<file path="src/rtl/regacc_pkg.sv">
`timescale 1ns/1ps
// Shared types for the register access violation monitor.
// Assumes attribute entries are 3 bits: [1:0] kind, [2] guarded.
package regacc_pkg;

    typedef enum logic [1:0] {
        KIND_RW    = 2'd0,
        KIND_RO    = 2'd1,
        KIND_WO    = 2'd2,
        KIND_UNDEF = 2'd3
    } kind_e;

    typedef enum logic [1:0] {
        SWT_RD_WO  = 2'd0,
        SWT_WR_RO  = 2'd1,
        SWT_UNDEF  = 2'd2,
        SWT_RSVD   = 2'd3
    } swtype_e;

    localparam int unsigned ATTR_W = 3;
    localparam int unsigned SRC_W  = 16;

endpackage

</file>
<file path="src/rtl/regacc_attr_lookup.sv">
`timescale 1ns/1ps
// Attribute lookup: maps a byte offset to its kind and guarded bit.
// Assumes word-aligned entries at 4*i. The last entry is the status word,
// which is forced to read-only and unguarded whatever the map says.
module regacc_attr_lookup
    import regacc_pkg::*;
#(
    parameter int unsigned ADDR_W   = 16,
    parameter int unsigned NUM_REGS = 8,
    parameter logic [ATTR_W*NUM_REGS-1:0] ATTR_MAP = '0
) (
    input  logic [ADDR_W-1:0] addr,
    output kind_e             kind,
    output logic              guarded
);
    localparam int unsigned STAT_IDX = NUM_REGS - 1;

    logic  [NUM_REGS-1:0] hit;
    kind_e                ent_kind  [NUM_REGS];
    logic  [NUM_REGS-1:0] ent_guard;

    // Per-entry decode of the map and address match.
    for (genvar i = 0; i < NUM_REGS; i++) begin : g_ent
        assign hit[i] = (addr == ADDR_W'(4 * i));
        if (i == STAT_IDX) begin : g_stat
            assign ent_kind[i]  = KIND_RO;
            assign ent_guard[i] = 1'b0;
        end else begin : g_map
            assign ent_kind[i]  = kind_e'(ATTR_MAP[ATTR_W*i +: 2]);
            assign ent_guard[i] = ATTR_MAP[ATTR_W*i + 2];
        end
    end

    // Select the matching entry; no match means undefined.
    always_comb begin
        kind    = KIND_UNDEF;
        guarded = 1'b0;
        for (int i = 0; i < NUM_REGS; i++) begin
            if (hit[i]) begin
                kind    = ent_kind[i];
                guarded = ent_guard[i];
            end
        end
    end

endmodule

</file>
<file path="src/rtl/regacc_classify.sv">
`timescale 1ns/1ps
// Access classifier: turns one bus access and its attribute into a
// forwarded write enable plus violation events. Assumes at most one of
// rd/wr per cycle.
module regacc_classify
    import regacc_pkg::*;
(
    input  logic    bus_rd,
    input  logic    bus_wr,
    input  kind_e   kind,
    input  logic    guarded,
    input  logic    prot_en,
    output logic    wr_en,
    output logic    ev_wp,
    output logic    ev_sw,
    output swtype_e sw_type
);
    logic writable;

    // Decide the events and whether the write may pass.
    always_comb begin
        writable = (kind == KIND_RW) || (kind == KIND_WO);
        ev_wp    = bus_wr && writable && guarded && prot_en;
        wr_en    = bus_wr && writable && !ev_wp;
        ev_sw    = 1'b0;
        sw_type  = SWT_RD_WO;
        if ((bus_rd || bus_wr) && kind == KIND_UNDEF) begin
            ev_sw   = 1'b1;
            sw_type = SWT_UNDEF;
        end else if (bus_wr && kind == KIND_RO) begin
            ev_sw   = 1'b1;
            sw_type = SWT_WR_RO;
        end else if (bus_rd && kind == KIND_WO) begin
            ev_sw   = 1'b1;
            sw_type = SWT_RD_WO;
        end
    end

endmodule

</file>
<file path="src/rtl/regacc_status.sv">
`timescale 1ns/1ps
// Status word keeper: sticky flags, error type and the shared address
// field, cleared on a status read with same-cycle events applied after.
// Assumes ev_wp and ev_sw never coincide (one access per cycle).
module regacc_status
    import regacc_pkg::*;
(
    input  logic             clk,
    input  logic             rst_n,
    input  logic             rd_clr,
    input  logic             ev_wp,
    input  logic             ev_sw,
    input  swtype_e          sw_type,
    input  logic             seq_fault,
    input  logic [SRC_W-1:0] offset,
    output logic [31:0]      stat_word
);
    logic             wp_q, seq_q, swe_q;
    swtype_e          typ_q;
    logic [SRC_W-1:0] src_q;

    logic             wp_b, seq_b, swe_b;
    swtype_e          typ_b;
    logic             wp_n, seq_n, swe_n;
    swtype_e          typ_n;
    logic [SRC_W-1:0] src_n;

    // Next state: clear on read first, then apply this cycle's events.
    always_comb begin
        wp_b  = rd_clr ? 1'b0 : wp_q;
        seq_b = rd_clr ? 1'b0 : seq_q;
        swe_b = rd_clr ? 1'b0 : swe_q;
        typ_b = rd_clr ? SWT_RD_WO : typ_q;
        wp_n  = wp_b;
        seq_n = seq_b;
        swe_n = swe_b;
        typ_n = typ_b;
        src_n = src_q;
        if (ev_wp) begin
            if (!wp_b) src_n = offset;
            wp_n = 1'b1;
        end
        if (ev_sw) begin
            if (!swe_b) begin
                typ_n = sw_type;
                if (!wp_b) src_n = offset;
            end
            swe_n = 1'b1;
        end
        if (seq_fault) seq_n = 1'b1;
    end

    // Status register with synchronous reset.
    always_ff @(posedge clk) begin
        if (!rst_n) begin
            wp_q  <= 1'b0;
            seq_q <= 1'b0;
            swe_q <= 1'b0;
            typ_q <= SWT_RD_WO;
            src_q <= '0;
        end else begin
            wp_q  <= wp_n;
            seq_q <= seq_n;
            swe_q <= swe_n;
            typ_q <= typ_n;
            src_q <= src_n;
        end
    end

    // Pack the fields into the visible word.
    assign stat_word = {6'b0, typ_q, src_q, 4'b0, swe_q, seq_q, 1'b0, wp_q};

    a_r2_wp_sets_flag: assert property (@(posedge clk) disable iff (!rst_n)
        ev_wp |=> stat_word[0]);
    a_r6_seq_sets_flag: assert property (@(posedge clk) disable iff (!rst_n)
        seq_fault |=> stat_word[2]);
    a_r7_read_clears: assert property (@(posedge clk) disable iff (!rst_n)
        (rd_clr && !ev_wp && !ev_sw && !seq_fault)
        |=> (stat_word[0] == 1'b0 && stat_word[3:2] == 2'b00 && stat_word[25:24] == 2'b00));
    a_r7_src_kept: assert property (@(posedge clk) disable iff (!rst_n)
        (rd_clr && !ev_wp && !ev_sw) |=> $stable(stat_word[23:8]));
    a_r4_src_owned: assert property (@(posedge clk) disable iff (!rst_n)
        (stat_word[0] && !rd_clr) |=> $stable(stat_word[23:8]));
    a_r5_type_held: assert property (@(posedge clk) disable iff (!rst_n)
        (stat_word[3] && !rd_clr) |=> $stable(stat_word[25:24]));

endmodule

</file>
<file path="src/rtl/regacc_guard.sv">
`timescale 1ns/1ps
// Register access violation monitor top. Looks up the addressed word,
// gates writes, and keeps the clear-on-read status word.
// Assumes bus_rd and bus_wr are never high together and ADDR_W <= 16.
module regacc_guard
    import regacc_pkg::*;
#(
    parameter int unsigned ADDR_W   = 16,
    parameter int unsigned NUM_REGS = 8,
    parameter logic [ATTR_W*NUM_REGS-1:0] ATTR_MAP = {
        3'b001, 3'b100, 3'b011, 3'b110, 3'b010, 3'b001, 3'b000, 3'b100}
) (
    input  logic              clk,
    input  logic              rst_n,
    input  logic [ADDR_W-1:0] bus_addr,
    input  logic              bus_rd,
    input  logic              bus_wr,
    input  logic              prot_en,
    input  logic              seq_fault,
    output logic              reg_wr_en,
    output logic [31:0]       stat_word
);
    localparam logic [ADDR_W-1:0] STAT_OFS = ADDR_W'(4 * (NUM_REGS - 1));

    kind_e   kind;
    logic    guarded;
    logic    ev_wp, ev_sw, rd_clr;
    swtype_e sw_type;

    regacc_attr_lookup #(
        .ADDR_W   (ADDR_W),
        .NUM_REGS (NUM_REGS),
        .ATTR_MAP (ATTR_MAP)
    ) u_lookup (
        .addr    (bus_addr),
        .kind    (kind),
        .guarded (guarded)
    );

    regacc_classify u_classify (
        .bus_rd  (bus_rd),
        .bus_wr  (bus_wr),
        .kind    (kind),
        .guarded (guarded),
        .prot_en (prot_en),
        .wr_en   (reg_wr_en),
        .ev_wp   (ev_wp),
        .ev_sw   (ev_sw),
        .sw_type (sw_type)
    );

    // Status read detection: a read at the status word's own offset.
    assign rd_clr = bus_rd && (bus_addr == STAT_OFS);

    regacc_status u_status (
        .clk       (clk),
        .rst_n     (rst_n),
        .rd_clr    (rd_clr),
        .ev_wp     (ev_wp),
        .ev_sw     (ev_sw),
        .sw_type   (sw_type),
        .seq_fault (seq_fault),
        .offset    (SRC_W'(bus_addr)),
        .stat_word (stat_word)
    );

    a_r9_ro_blocked: assert property (@(posedge clk) disable iff (!rst_n)
        (bus_wr && kind == KIND_RO) |-> !reg_wr_en);
    a_r9_undef_blocked: assert property (@(posedge clk) disable iff (!rst_n)
        (bus_wr && kind == KIND_UNDEF) |-> !reg_wr_en);
    a_r10_stat_write_err: assert property (@(posedge clk) disable iff (!rst_n)
        (bus_wr && bus_addr == STAT_OFS && !stat_word[3]) |=> (stat_word[3] && stat_word[25:24] == 2'd1));
    a_r11_unused_zero: assert property (@(posedge clk) disable iff (!rst_n)
        (stat_word[31:26] == 6'b0) && (stat_word[7:4] == 4'b0) && !stat_word[1]);

endmodule

</file>
<file path="config.mk">
export PLATFORM = sky130hd
export DESIGN_NAME = regacc_guard
export DESIGN_NICKNAME = d
export VERILOG_FILES = /design/src/rtl/regacc_pkg.sv /design/src/rtl/regacc_attr_lookup.sv /design/src/rtl/regacc_classify.sv /design/src/rtl/regacc_status.sv /design/src/rtl/regacc_guard.sv
export SDC_FILE = /design/constraint.sdc
export NUM_CORES = 1
export LEC_CHECK = 0
export CAP_MARGIN = 30
export CORE_MARGIN = 4
export CORE_UTILIZATION = 43
export DETAILED_ROUTE_END_ITERATION = 8
export GPL_TIMING_DRIVEN = 0
export PLACE_DENSITY_LB_ADDON = 0.2
export SYNTH_ARGS = -nofsm -noshare
export SYNTH_HDL_FRONTEND = slang
export SYNTH_SLANG_ARGS = --single-unit
</file>
<file path="constraint.sdc">
create_clock -name clk -period 2 [get_ports clk]
set_input_delay 0.3 -clock clk [delete_from_list [all_inputs] [get_ports clk]]
set_output_delay 0.3 -clock clk [all_outputs]
set_load 0.02 [all_outputs]
</file>
==> Word level (Yosys, flattened, before mapping) <==
Index checks and enable logic that the tools add are counted.
{ "classes": {"eq_ne": 10, "muxes": 35, "n_reduce_logical": 14} }
{ "ops": {"columns": ["op", "count"], "rows": [
  ["$mux 16", 5],
  ["$eq 16x5->1 const B", 4],
  ["$eq 16x4->1 const B", 2],
  ["$mux 2", 12],
  ["$mux 1", 18],
  ["$eq 16x3->1 const B", 1],
  ["$logic_not 16->1", 1],
  ["$logic_and 1x1->1", 8],
  ["$eq 2x2->1 const B", 2],
  ["$eq 2x1->1 const B", 1],
  ["$logic_not 2->1", 1],
  ["$logic_or 1x1->1", 2],
  ["$reduce_bool 2->1", 1],
  ["$logic_not 1->1", 1]
]} }
{ "totals": {"regBits": 21, "out_inout_bits": 33, "word_cells": 64} }

==> Depth between registers and ports, before layout <==
Gate-level depths: netlist of the first run.
{ "depth": {"word_depth": 18, "depth_mapped": 8, "mapped_depth_nobuf": 5} }

==> By module <==
A second synthesis of the first run with hierarchy kept.
{ "hier_totals": {"hier_cells": 133, "area_unflattened_um2": 1148.6} }
{ "modules_own_cells": {"columns": ["mod", "n_inst", "cells_per_inst", "area_per_inst_um2"], "rows": [
  ["regacc_status", 1, 106, 958.4],
  ["regacc_attr_lookup", 1, 11, 82.6],
  ["regacc_guard", 1, 7, 60.1],
  ["regacc_classify", 1, 9, 47.5]
]} }

==> Worst setup path after synthesis of the first run <==
OpenSTA, ideal clock, no wires.
{ "synth_timing": {"path_type": "input to register", "startpoint": "input port bus_addr[6]", "endpoint": "register u_status.src_q[14]", "arrival_ns": 1.714, "required_time_ns": 1.927, "slack_ns": 0.213, "stages": 7, "n_path_buf": 2, "cell_sequence": "nor4_2 and4_1 buf_6 a21oi_4 buf_6 or4_1 o211ai_2"} }
{ "synth_via": {"elab_chain_cells": 18, "word_cells_on_any_way": 46, "cone_classes": "eq/ne (10); mux (26); reduce/logical (10)"} }
{ "synth_rtl": {"columns": ["element", "line", "text"], "rows": [
  ["start: declaration", "regacc_guard.sv:15", "input logic [ADDR_W-1:0] bus_addr,"],
  ["$logic_not 16->1", "regacc_attr_lookup.sv:24", "assign hit[i] = (addr == ADDR_W'(4 * i));"],
  ["$mux 2 (8 in series)", "regacc_attr_lookup.sv:39", "if (hit[i]) begin"],
  ["$eq 2x2->1 / $logic_not 2->1 (equally long branches)", "regacc_classify.sv:22, regacc_classify.sv:33", null],
  ["$logic_or 1x1->1", "regacc_classify.sv:22", "writable = (kind == KIND_RW) || (kind == KIND_WO);"],
  ["$logic_and 1x1->1 (3 in series)", "regacc_classify.sv:23", "ev_wp = bus_wr && writable && guarded && prot_en;"],
  ["$mux 16", "regacc_status.sv:39", "if (ev_wp) begin"],
  ["$mux 16", "regacc_status.sv:46", "if (!wp_b) src_n = offset;"],
  ["$mux 16", "regacc_status.sv:44", "if (!swe_b) begin"],
  ["$mux 16 (*)", "regacc_status.sv:43", "if (ev_sw) begin"],
  ["end signal: assignment", "regacc_status.sv:66", "src_q <= src_n;"],
  ["end: declaration", "regacc_status.sv:20", "logic [SRC_W-1:0] src_q;"]
]} }
Every way passes the cells marked *; elsewhere a longest branch is shown, timed or not.
A chain may end at the register's enable or synchronous reset.

==> Worst setup path after layout of the first run <==
{ "layout_timing": {"startpoint": "input port bus_addr[12]", "endpoint": "output port reg_wr_en"} }
{ "layout_via": {"elab_chain_cells": 16, "word_cells_on_any_way": 32, "cone_classes": "eq/ne (8); mux (16); reduce/logical (8)"} }
{ "layout_rtl": {"columns": ["element", "line", "text"], "rows": [
  ["$logic_not 16->1", "regacc_attr_lookup.sv:24", null],
  ["$mux 2 (8 in series)", "regacc_attr_lookup.sv:39", null],
  ["$eq 2x2->1 / $logic_not 2->1 (equally long branches)", "regacc_classify.sv:22", null],
  ["$logic_or 1x1->1", "regacc_classify.sv:22", null],
  ["$logic_and 1x1->1", "regacc_classify.sv:23, regacc_classify.sv:24", null],
  ["$logic_and 1x1->1 (2 in series)", "regacc_classify.sv:23", null],
  ["$logic_not 1->1", "regacc_classify.sv:24", "wr_en = bus_wr && writable && !ev_wp;"],
  ["$logic_and 1x1->1 (*)", "regacc_classify.sv:24", null],
  ["end: declaration", "regacc_guard.sv:20", "output logic reg_wr_en,"]
]} }
Marked as above.

==> flow_summary.json, run 1 <==
{
  "ir_drop_mv": 0.2663,
  "cap_violations": 0,
  "fin_hold_ws_ps": 406.9,
  "synthCells": 175,
  "slowest_delay_ps": 440,
  "area_growth_pct": 43.47,
  "cp-end-kind": "output pin",
  "clock_skew_ps": 12.16,
  "fill_cells": 264,
  "grt_pass1_vias": 1412,
  "power_frac_clock_pct": 22.1,
  "antenna_found_initial": 0,
  "required_ps": 1700,
  "overflow": 0,
  "hpwl_um": 2965,
  "share_comb_of_total_power_pct": 30.8,
  "cp_num_buf_inv": 3,
  "hold_buffers": 0,
  "finalWirelength_um": 3910,
  "synth-async-reset-ratio_pct": 0,
  "clk_pin_slew_ps": 140,
  "synth_edf_count": 0,
  "period_share_pct": 95.36,
  "postSynthAreaPerCell_um2": 7.993,
  "fmaxAchievable_ghz": 0.5243,
  "synth_top_cell_area_share_pct": 30.05,
  "start_kind": "input pin",
  "io_pins": 55,
  "final_cell_mix": "nand3_1 (28), clkdlybuf4s50_1 (28), buf_4 (22)",
  "wl_per_cell_um": 14.06,
  "insertedDiodeCount": 0,
  "worstPathCellList": "clkdlybuf4s50_1 -> nor4_2 -> and4_1 -> buf_6 -> nand2_1 -> nor2_1 -> buf_4",
  "cts_tree": "done",
  "via_count": 1510,
  "drv_slew": 0,
  "h-tree-depth": 1,
  "p_sw_share_pct": 32.65,
  "final_util_pct": 65.20,
  "seqPwrFrac_pct": 47.1,
  "crit_arrival_ps": 1610,
  "clk-insertion-delay-late_ps": 320,
  "rsz0062_at_grt": "false",
  "outcome": "finished, final reports clean",
  "ys_types": 37,
  "initial_utilization_pct": 45.45,
  "synth_flop_cell": "dfxtp_1",
  "ys_seq_area_share_pct": 30.05,
  "grt_usage_pct": 19.12,
  "setup_violations": 0,
  "power.leakage_nw": 0.8259,
  "numCtsBuffers": 3,
  "synth_area_leaders": "dfxtp_1 (30%), nand3_1 (10%), o211ai_1 (8.1%)",
  "syn-cell-area_um2": 1399,
  "fin_crit_ps": 1907,
  "cp_max_fo": 6,
  "drtAntennaViolNets": 0,
  "synth_area_leader_cell": "dfxtp_1",
  "cpMaxStageDelayCell": "clkdlybuf4s50_1",
  "die_h_um": 65.04,
  "dieArea_um2": 4230,
  "hold_violations": 0,
  "grt_max_degree": 13,
  "cts.sinks": 21,
  "internal_power_w": 0.0006671,
  "critPathTopFamily": "buffers and inverters",
  "fp.dieW_um": 65.04,
  "path_class": "in2out",
  "place_congestion": 0.8713,
  "drt_pre_antenna_iters": 5,
  "layout-drive-gt1-share_pct": 19.66,
  "grt_pass1_wl_um": 6506,
  "cts_root_buf": "clkbuf_4",
  "powerDensity_nw_per_um2": 493.5,
  "placeableCoreArea_um2": 3078,
  "drc_errors": 0,
  "yosys_warnings": 0,
  "rows": 20,
  "p_switching_w": 0.0003233,
  "cts_buffer_depth": 2,
  "routed_via_density": 5.432,
  "nets": 257,
  "portBuffers": 40,
  "drt_iter0_markers": 88,
  "synth_seq_cells": 21,
  "hold_path_class": "in2reg"
}
-- final timing paths --
| path | startpoint | endpoint | slack [ps] | cells after the start |
|---|---|---|---|---|
| min | bus_addr[14] | u_status.src_q[14] | 410 | 4 |
| max | bus_addr[12] | reg_wr_en | 90 | 7 |
| max reg2reg | u_status.wp_q | u_status.src_q[1] | 590 | 5 |
| min reg2reg | u_status.typ_q[1] | u_status.typ_q[1] | 480 | 1 |
-- routing by layer --
layer | up-vias | part of all wire, % | global-route usage [%]
li1 | 747 | - | -
met1 | 698 | 44 | 25.98
met2 | 57 | 48 | 31.80
met3 | 8 | 6.1 | 2.080
met4 | 0 | 1.6 | 5.699
met5 | - | 0 | 0
-- metrics by stage --
| stage | setup slack [ps] | instance area [um^2] | instances | TNS, ps | power, W |
|---|---|---|---|---|---|
| finish | 92.83 | 2007 | 278 | 0 | 0.0009905 |
| detailed placement | -566.5 | 1892 | 269 | -10200 | 0.0007697 |
| global route | 8.515 | 2007 | 278 | 0 | 0.001046 |
| global placement | -571.9 | 1892 | 269 | -9884 | 0.0007638 |
| floorplan | 212.5 | 1436 | 185 | 0 | 0.0006436 |
| CTS | 0.3426 | 1936 | 275 | 0 | 0.0009836 |
-- tightest hold or removal path: stages --
cell and delay (ps):
dlymetal6s2s_1 150, nand2_1 50, or4_1 110, o211ai_2 80
-- synth_stat cells (2+ instances only) --
| master | instances |
|---|---|
| nor4_2 | 2 |
| inv_1 | 3 |
| a32oi_1 | 2 |
| nor2b_1 | 2 |
| dfxtp_1 | 21 |
| buf_6 | 3 |
| a21boi_0 | 2 |
| nand3_1 | 29 |
| nor3_1 | 3 |
| and2_1 | 2 |
| buf_2 | 4 |
| clkbuf_1 | 10 |
| or4_1 | 15 |
| nor3b_1 | 2 |
| a32o_1 | 2 |
| buf_4 | 14 |
| nor2_1 | 5 |
| nand2_1 | 19 |
| a21oi_1 | 3 |
| o211ai_1 | 15 |
-- cell families (layout without fill, tap and decap cells) --
logic type / count (synthesis) / in the layout / synth area share [%]
buf+inv: 35 / 84 / 15.12
compound gates: 34 / 34 / 20.75
xor+xnor: 1 / 1 / 0.6262
flops: 21 / 21 / 30.05
mux: 1 / 1 / 0.8050
other cells: 1 / 11 / 0.2681
simple gates: 82 / 82 / 32.38
-- repair_timing --
action | in CTS | in global routing
pin swaps | 4 | 4
buffers inserted | 2 | 3
endpoints found under the setup margin | 19 | 18
resized for setup | 15 | 21
-- area by class of cell --
type                            instances  area, um^2  area share (%)
Sequential cell                        21       420.4           20.95
Tap cell                               44       55.05           2.743
Clock buffer                            3       22.52           1.122
Timing Repair Buffer                   45       440.4           21.95
Multi-Input combinational cell        129       837.1           41.71
Buffer                                 31       211.5           10.54
Inverter                                4       15.01          0.7481
Clock inverter                          1       5.005          0.2494
-- flip-flops by register name, summed over array words and instances (netlist names) --
register        count
u_status.swe_q      1
u_status.typ_q      2
u_status.src_q     16
u_status.seq_q      1
u_status.wp_q       1
-- power groups by stage --
stage,Combinational (W),Clock (W),Sequential [W]
floorplan,0.000139,0,0.000504
global placement,0.000289,0,0.000475
detailed placement,0.000294,0,0.000476
CTS,0.000294,0.000223,0.000467
global route,0.000329,0.000246,0.000471
finish,0.000305,0.000219,0.000466
(Power assumes the default switching activity.)
==> run 2, diff against run 1 <==
- CORE_ASPECT_RATIO: unset -> 0.8
==> flow_summary.json, run 2 (synthesis gave the netlist of run 1 again) <==
{
  "cts_root_buf": "clkbuf_8",
  "final_common_cell": "nand3_1",
  "final_util_pct": 64.53,
  "worstPathCellList": "clkdlybuf4s50_1 -> nor3_2 -> and4_1 -> buf_6 -> a21oi_4 -> buf_6 -> or4_4 -> o211ai_1",
  "place_congestion": 0.8509,
  "hpwl_um": 3001,
  "top_layer": "met4",
  "area_growth_pct": 43.38,
  "insertedDiodeCount": 0,
  "initial_utilization_pct": 45.01,
  "grt_pass1_wl_um": 6492,
  "p_sw_share_pct": 31.04,
  "numCtsBuffers": 3,
  "antenna_found_initial": 0,
  "power_frac_clock_pct": 27.2,
  "via_count": 1533,
  "grt_usage_pct": 19.10,
  "met1_length_um": 1740,
  "cts_tree": "done",
  "setup_violations": 0,
  "period_share_pct": 96.08,
  "h-tree-depth": 1,
  "power.leakage_nw": 0.8310,
  "routed_via_density": 5.657,
  "powerDensity_nw_per_um2": 528.1,
  "reg.largest.list": "u_status.src_q (16), u_status.typ_q (2)",
  "drv_slew": 0,
  "rows": 18,
  "cpMaxStageDelayCell": "or4_4",
  "crit_arrival_ps": 2110,
  "largest-register": "u_status.src_q",
  "hold_path_class": "in2reg",
  "fin_crit_ps": 1922,
  "fin_tns_setup_ps": 0,
  "slowest_delay_ps": 530,
  "clk_pin_slew_ps": 80,
  "wl_met2_um": 1831,
  "path_class": "in2reg",
  "layout-drive-gt1-share_pct": 20.78,
  "cts_buffer_depth": 2,
  "ir_drop_mv": 0.4283,
  "fp.dieW_um": 71.77,
  "required_ps": 2190,
  "dieArea_um2": 4236,
  "final_cell_mix": "nand3_1 (28), clkdlybuf4s50_1 (27), dfxtp_1 (21)",
  "cp_common_cell": "buf_6",
  "p_switching_w": 0.0003288,
  "cp_max_fo": 10,
  "outcome": "finished, final reports clean",
  "clock_skew_ps": 6.527,
  "drt_iter0_markers": 139,
  "hold_violations": 0,
  "internal_power_w": 0.0007305,
  "cap_violations": 0,
  "largest_register_ffs": 16,
  "dp.cells": 265,
  "fmaxAchievable_ghz": 0.5204,
  "share_comb_of_total_power_pct": 28.7,
  "start_kind": "input pin",
  "cts.sinks": 21,
  "wl_per_cell_um": 14.56,
  "portBuffers": 40,
  "drc_errors": 0,
  "overflow": 0,
  "finalWirelength_um": 3945,
  "met3_length_um": 330,
  "cp-end-kind": "flip-flop",
  "placeableCoreArea_um2": 3108,
  "grt_max_degree": 13,
  "grt_pass1_vias": 1403,
  "io_pins": 55,
  "die_h_um": 59.02,
  "drt_pre_antenna_iters": 4,
  "stdcell_count": 271,
  "seqPwrFrac_pct": 44.1,
  "nets": 254,
  "clk-insertion-delay-late_ps": 270,
  "drtAntennaViolNets": 0
}
## run 2: changes by cell type in the layout (fill, tap and decap cells not counted), moves of 3 or more
cell,previous run,this run
buf_4,22,17
or4_4,1,4
clkbuf_8,0,3
or4_1,14,11
clkbuf_4,3,0
## run 2: power groups by stage
stage	combinational [W]	sequential, W	clock [W]
after floorplan	0.000139	0.000504	0
after global routing	0.000327	0.000473	0.000315
after detailed placement	0.000293	0.000476	0
after CTS	0.000298	0.000467	0.000290
after global placement	0.000289	0.000474	0
final	0.000304	0.000467	0.000288
## run 2: cell type report
cell class / count / area, um^2
buffer: 31 / 206.4
clock buffer: 3 / 41.29
clock inverter: 1 / 5.005
fill: 256 / 1102
inverter: 4 / 15.01
multi-input combinational: 129 / 847.1
sequential: 21 / 420.4
tap: 40 / 50.05
timing repair buffer: 42 / 420.4
## run 2: final timing paths
path,startpoint,end,slack (ps),cells past startpoint
setup / recovery,bus_addr[14],u_status.src_q[5],80,8
hold / removal,bus_addr[3],u_status.src_q[3],430,3
setup reg to reg,u_status.wp_q,u_status.src_q[5],620,5
hold reg to reg,u_status.typ_q[0],u_status.typ_q[0],470,1
## run 2: repair_timing
| item | 4_1_cts | 5_1_grt |
|---|---|---|
| setup buffers | 2 | 0 |
| hold endpoints to repair | 0 | 0 |
| gates resized for setup | 20 | 14 |
| pin swaps | 6 | 5 |
| endpoints found under the setup margin | 21 | 19 |
| hold buffers | 0 | 0 |
| cloned | 0 | 0 |
## run 2: routing by layer
metal,GRT usage (%),up-vias
li1,-,740
met1,25.44,722
met2,30.89,64
met3,5.085,7
met4,4.826,0
met5,0,-
## run 2: metrics by stage
step           setup slack (ps)  total power, W  hold WS (ps)  area, um^2
2_1_floorplan             212.5       0.0006436         438.5        1436
3_3_place_gp             -550.2       0.0007632         451.7        1887
3_5_place_dp             -553.7       0.0007699         458.3        1887
4_1_cts                   4.366        0.001056         476.3        1966
5_1_grt                  -10.48        0.001115         490.4        2006
6_report                  78.36        0.001059         431.2        2006
## run 2: worst max-delay path: cells and delay by family
family / cells / cell delay, ps
AND/OR/NAND/NOR: 3 / 920
AO/OA/AOI/OAI: 2 / 180
buffers and inverters: 3 / 730
==> run 3, diff against run 2 <==
- REMOVE_ABC_BUFFERS: unset -> 1
==> flow_summary.json, run 3 (synthesis gave the netlist of run 1 again) <==
{
  "powerDensity_nw_per_um2": 542.4,
  "total_power_w": 0.001043,
  "power.leakage_nw": 0.7720,
  "fp.dieW_um": 71.77,
  "portBuffers": 43,
  "grt_max_degree": 53,
  "insertedDiodeCount": 0,
  "clk_pin_slew_ps": 70,
  "start_kind": "input pin",
  "clk-insertion-delay-late_ps": 270,
  "drt_pre_antenna_iters": 4,
  "outcome": "finished, final reports clean",
  "dieArea_um2": 4236,
  "hold_violations": 0,
  "tightest_slew_ps": 818.2,
  "via_count": 1453,
  "grt_pass1_wl_um": 6720,
  "period_share_pct": 93.23,
  "area_growth_pct": 37.48,
  "regArea_um2": 420.4,
  "fin_crit_ps": 1865,
  "ir_drop_mv": 0.3964,
  "fmaxAchievable_ghz": 0.5363,
  "fin_tns_setup_ps": 0,
  "p_sw_share_pct": 31.24,
  "numCtsBuffers": 3,
  "cp-end-kind": "flip-flop",
  "h-tree-depth": 1,
  "grt_usage_pct": 20.09,
  "finalWirelength_um": 4140,
  "largest-register": "u_status.src_q",
  "place_congestion": 0.7990,
  "routed_via_density": 5.766,
  "fill_cells": 292,
  "wl_per_cell_um": 16.43,
  "p_switching_w": 0.0003259,
  "worstPathCellList": "clkdlybuf4s50_1 -> nor2_2 -> nand4_1 -> a222oi_1 -> buf_2 -> nor2_4 -> buf_6 -> o211ai_1",
  "power_frac_clock_pct": 27.6,
  "cts_root_buf": "clkbuf_8",
  "final_common_cell": "nand3_1",
  "crit_arrival_ps": 2050,
  "cts_tree": "done",
  "place_area_um2": 1737,
  "drv_slew": 0,
  "slew_headroom_pct": 45.46,
  "rsz0062_at_grt": "true",
  "cts.sinks": 21,
  "share_comb_of_total_power_pct": 27.5,
  "seqPwrFrac_pct": 44.8,
  "cp_max_fo": 8,
  "grt_pass1_vias": 1441,
  "overflow": 0,
  "hpwl_um": 2657,
  "reg.largest.list": "u_status.src_q (16), u_status.typ_q (2)",
  "cpMaxStageDelayCell": "clkdlybuf4s50_1",
  "setup_violations": 0,
  "die_h_um": 59.02,
  "slowest_delay_ps": 430,
  "clock_skew_ps": 8.098,
  "internal_power_w": 0.0007173,
  "cap_violations": 0,
  "hold_path_class": "in2reg",
  "path_class": "in2reg",
  "io_pins": 55,
  "cts_buffer_depth": 2,
  "drc_errors": 0,
  "initial_utilization_pct": 45.01,
  "antenna_found_initial": 0,
  "final_cell_mix": "nand3_1 (28), clkdlybuf4s50_1 (25), dfxtp_1 (21)",
  "layout-drive-gt1-share_pct": 14.62,
  "rows": 18,
  "required_ps": 2190,
  "drtAntennaViolNets": 0,
  "final_area_um2": 1923,
  "largest_register_ffs": 16,
  "nets": 235,
  "drt_iter0_markers": 99,
  "reg2reg_slack_ps": 540,
  "multi_input_area_um2": 887.1,
  "placeableCoreArea_um2": 3108
}
run 3: power groups by stage:
stage	Combinational [W]	Clock, W	Sequential (W)
final	0.000287	0.000288	0.000468
after global routing	0.000309	0.000306	0.000471
after CTS	0.000282	0.000300	0.000467
after detailed placement	0.000274	0	0.000477
after global placement	0.000265	0	0.000474
after floorplan	0.0000937	0	0.000508
run 3: path summary, 6_finish.rpt:
kind	startpoint	end	cells past startpoint
max	bus_addr[10]	u_status.src_q[11]	8
min	bus_addr[1]	u_status.src_q[1]	4
max reg2reg	u_status.swe_q	u_status.src_q[11]	4
min reg2reg	u_status.typ_q[0]	u_status.typ_q[0]	1
run 3: final cells by class:
class / count / area share [%]
Multi-Input combinational cell: 131 / 46.13
Sequential cell: 21 / 21.86
Clock buffer: 4 / 2.342
Inverter: 4 / 0.7807
Timing Repair Buffer: 52 / 26.29
Tap cell: 40 / 2.602
run 3: routing by layer:
layer	track usage [%]	vias to the layer above	wire, um
met5	0	-	0
met4	6.702	0	35
met3	4.746	4	330
met2	33.38	59	2022
met1	25.83	688	1752
li1	-	702	-
run 3: critical path, delay by kind of cell:
family	cells	cell delay (ps)
AO/OA/AOI/OAI	2	540
buffers and inverters	3	820
AND/OR/NAND/NOR	3	380
run 3: metrics by stage:
step | utilization, % | hold WS (ps) | setup slack (ps) | std cells
after floorplan | - | 428.2 | -814.5 | 154
after global placement | 55.35 | 452.7 | -2514 | 237
after detailed placement | 55.88 | 464.2 | -1135 | 240
after CTS | 60.35 | 484.0 | 18.51 | 252
after global routing | 61.88 | 475.4 | -2.925 | 252
final | 61.88 | 447.3 | 135.3 | 252
run 3: timing repair:
action,4_1_cts,5_1_grt
gates cloned,2,0
setup buffers,6,0
endpoints found under the setup margin,21,20
resized for setup,23,16
pin swaps,13,7
hold buffers,0,0
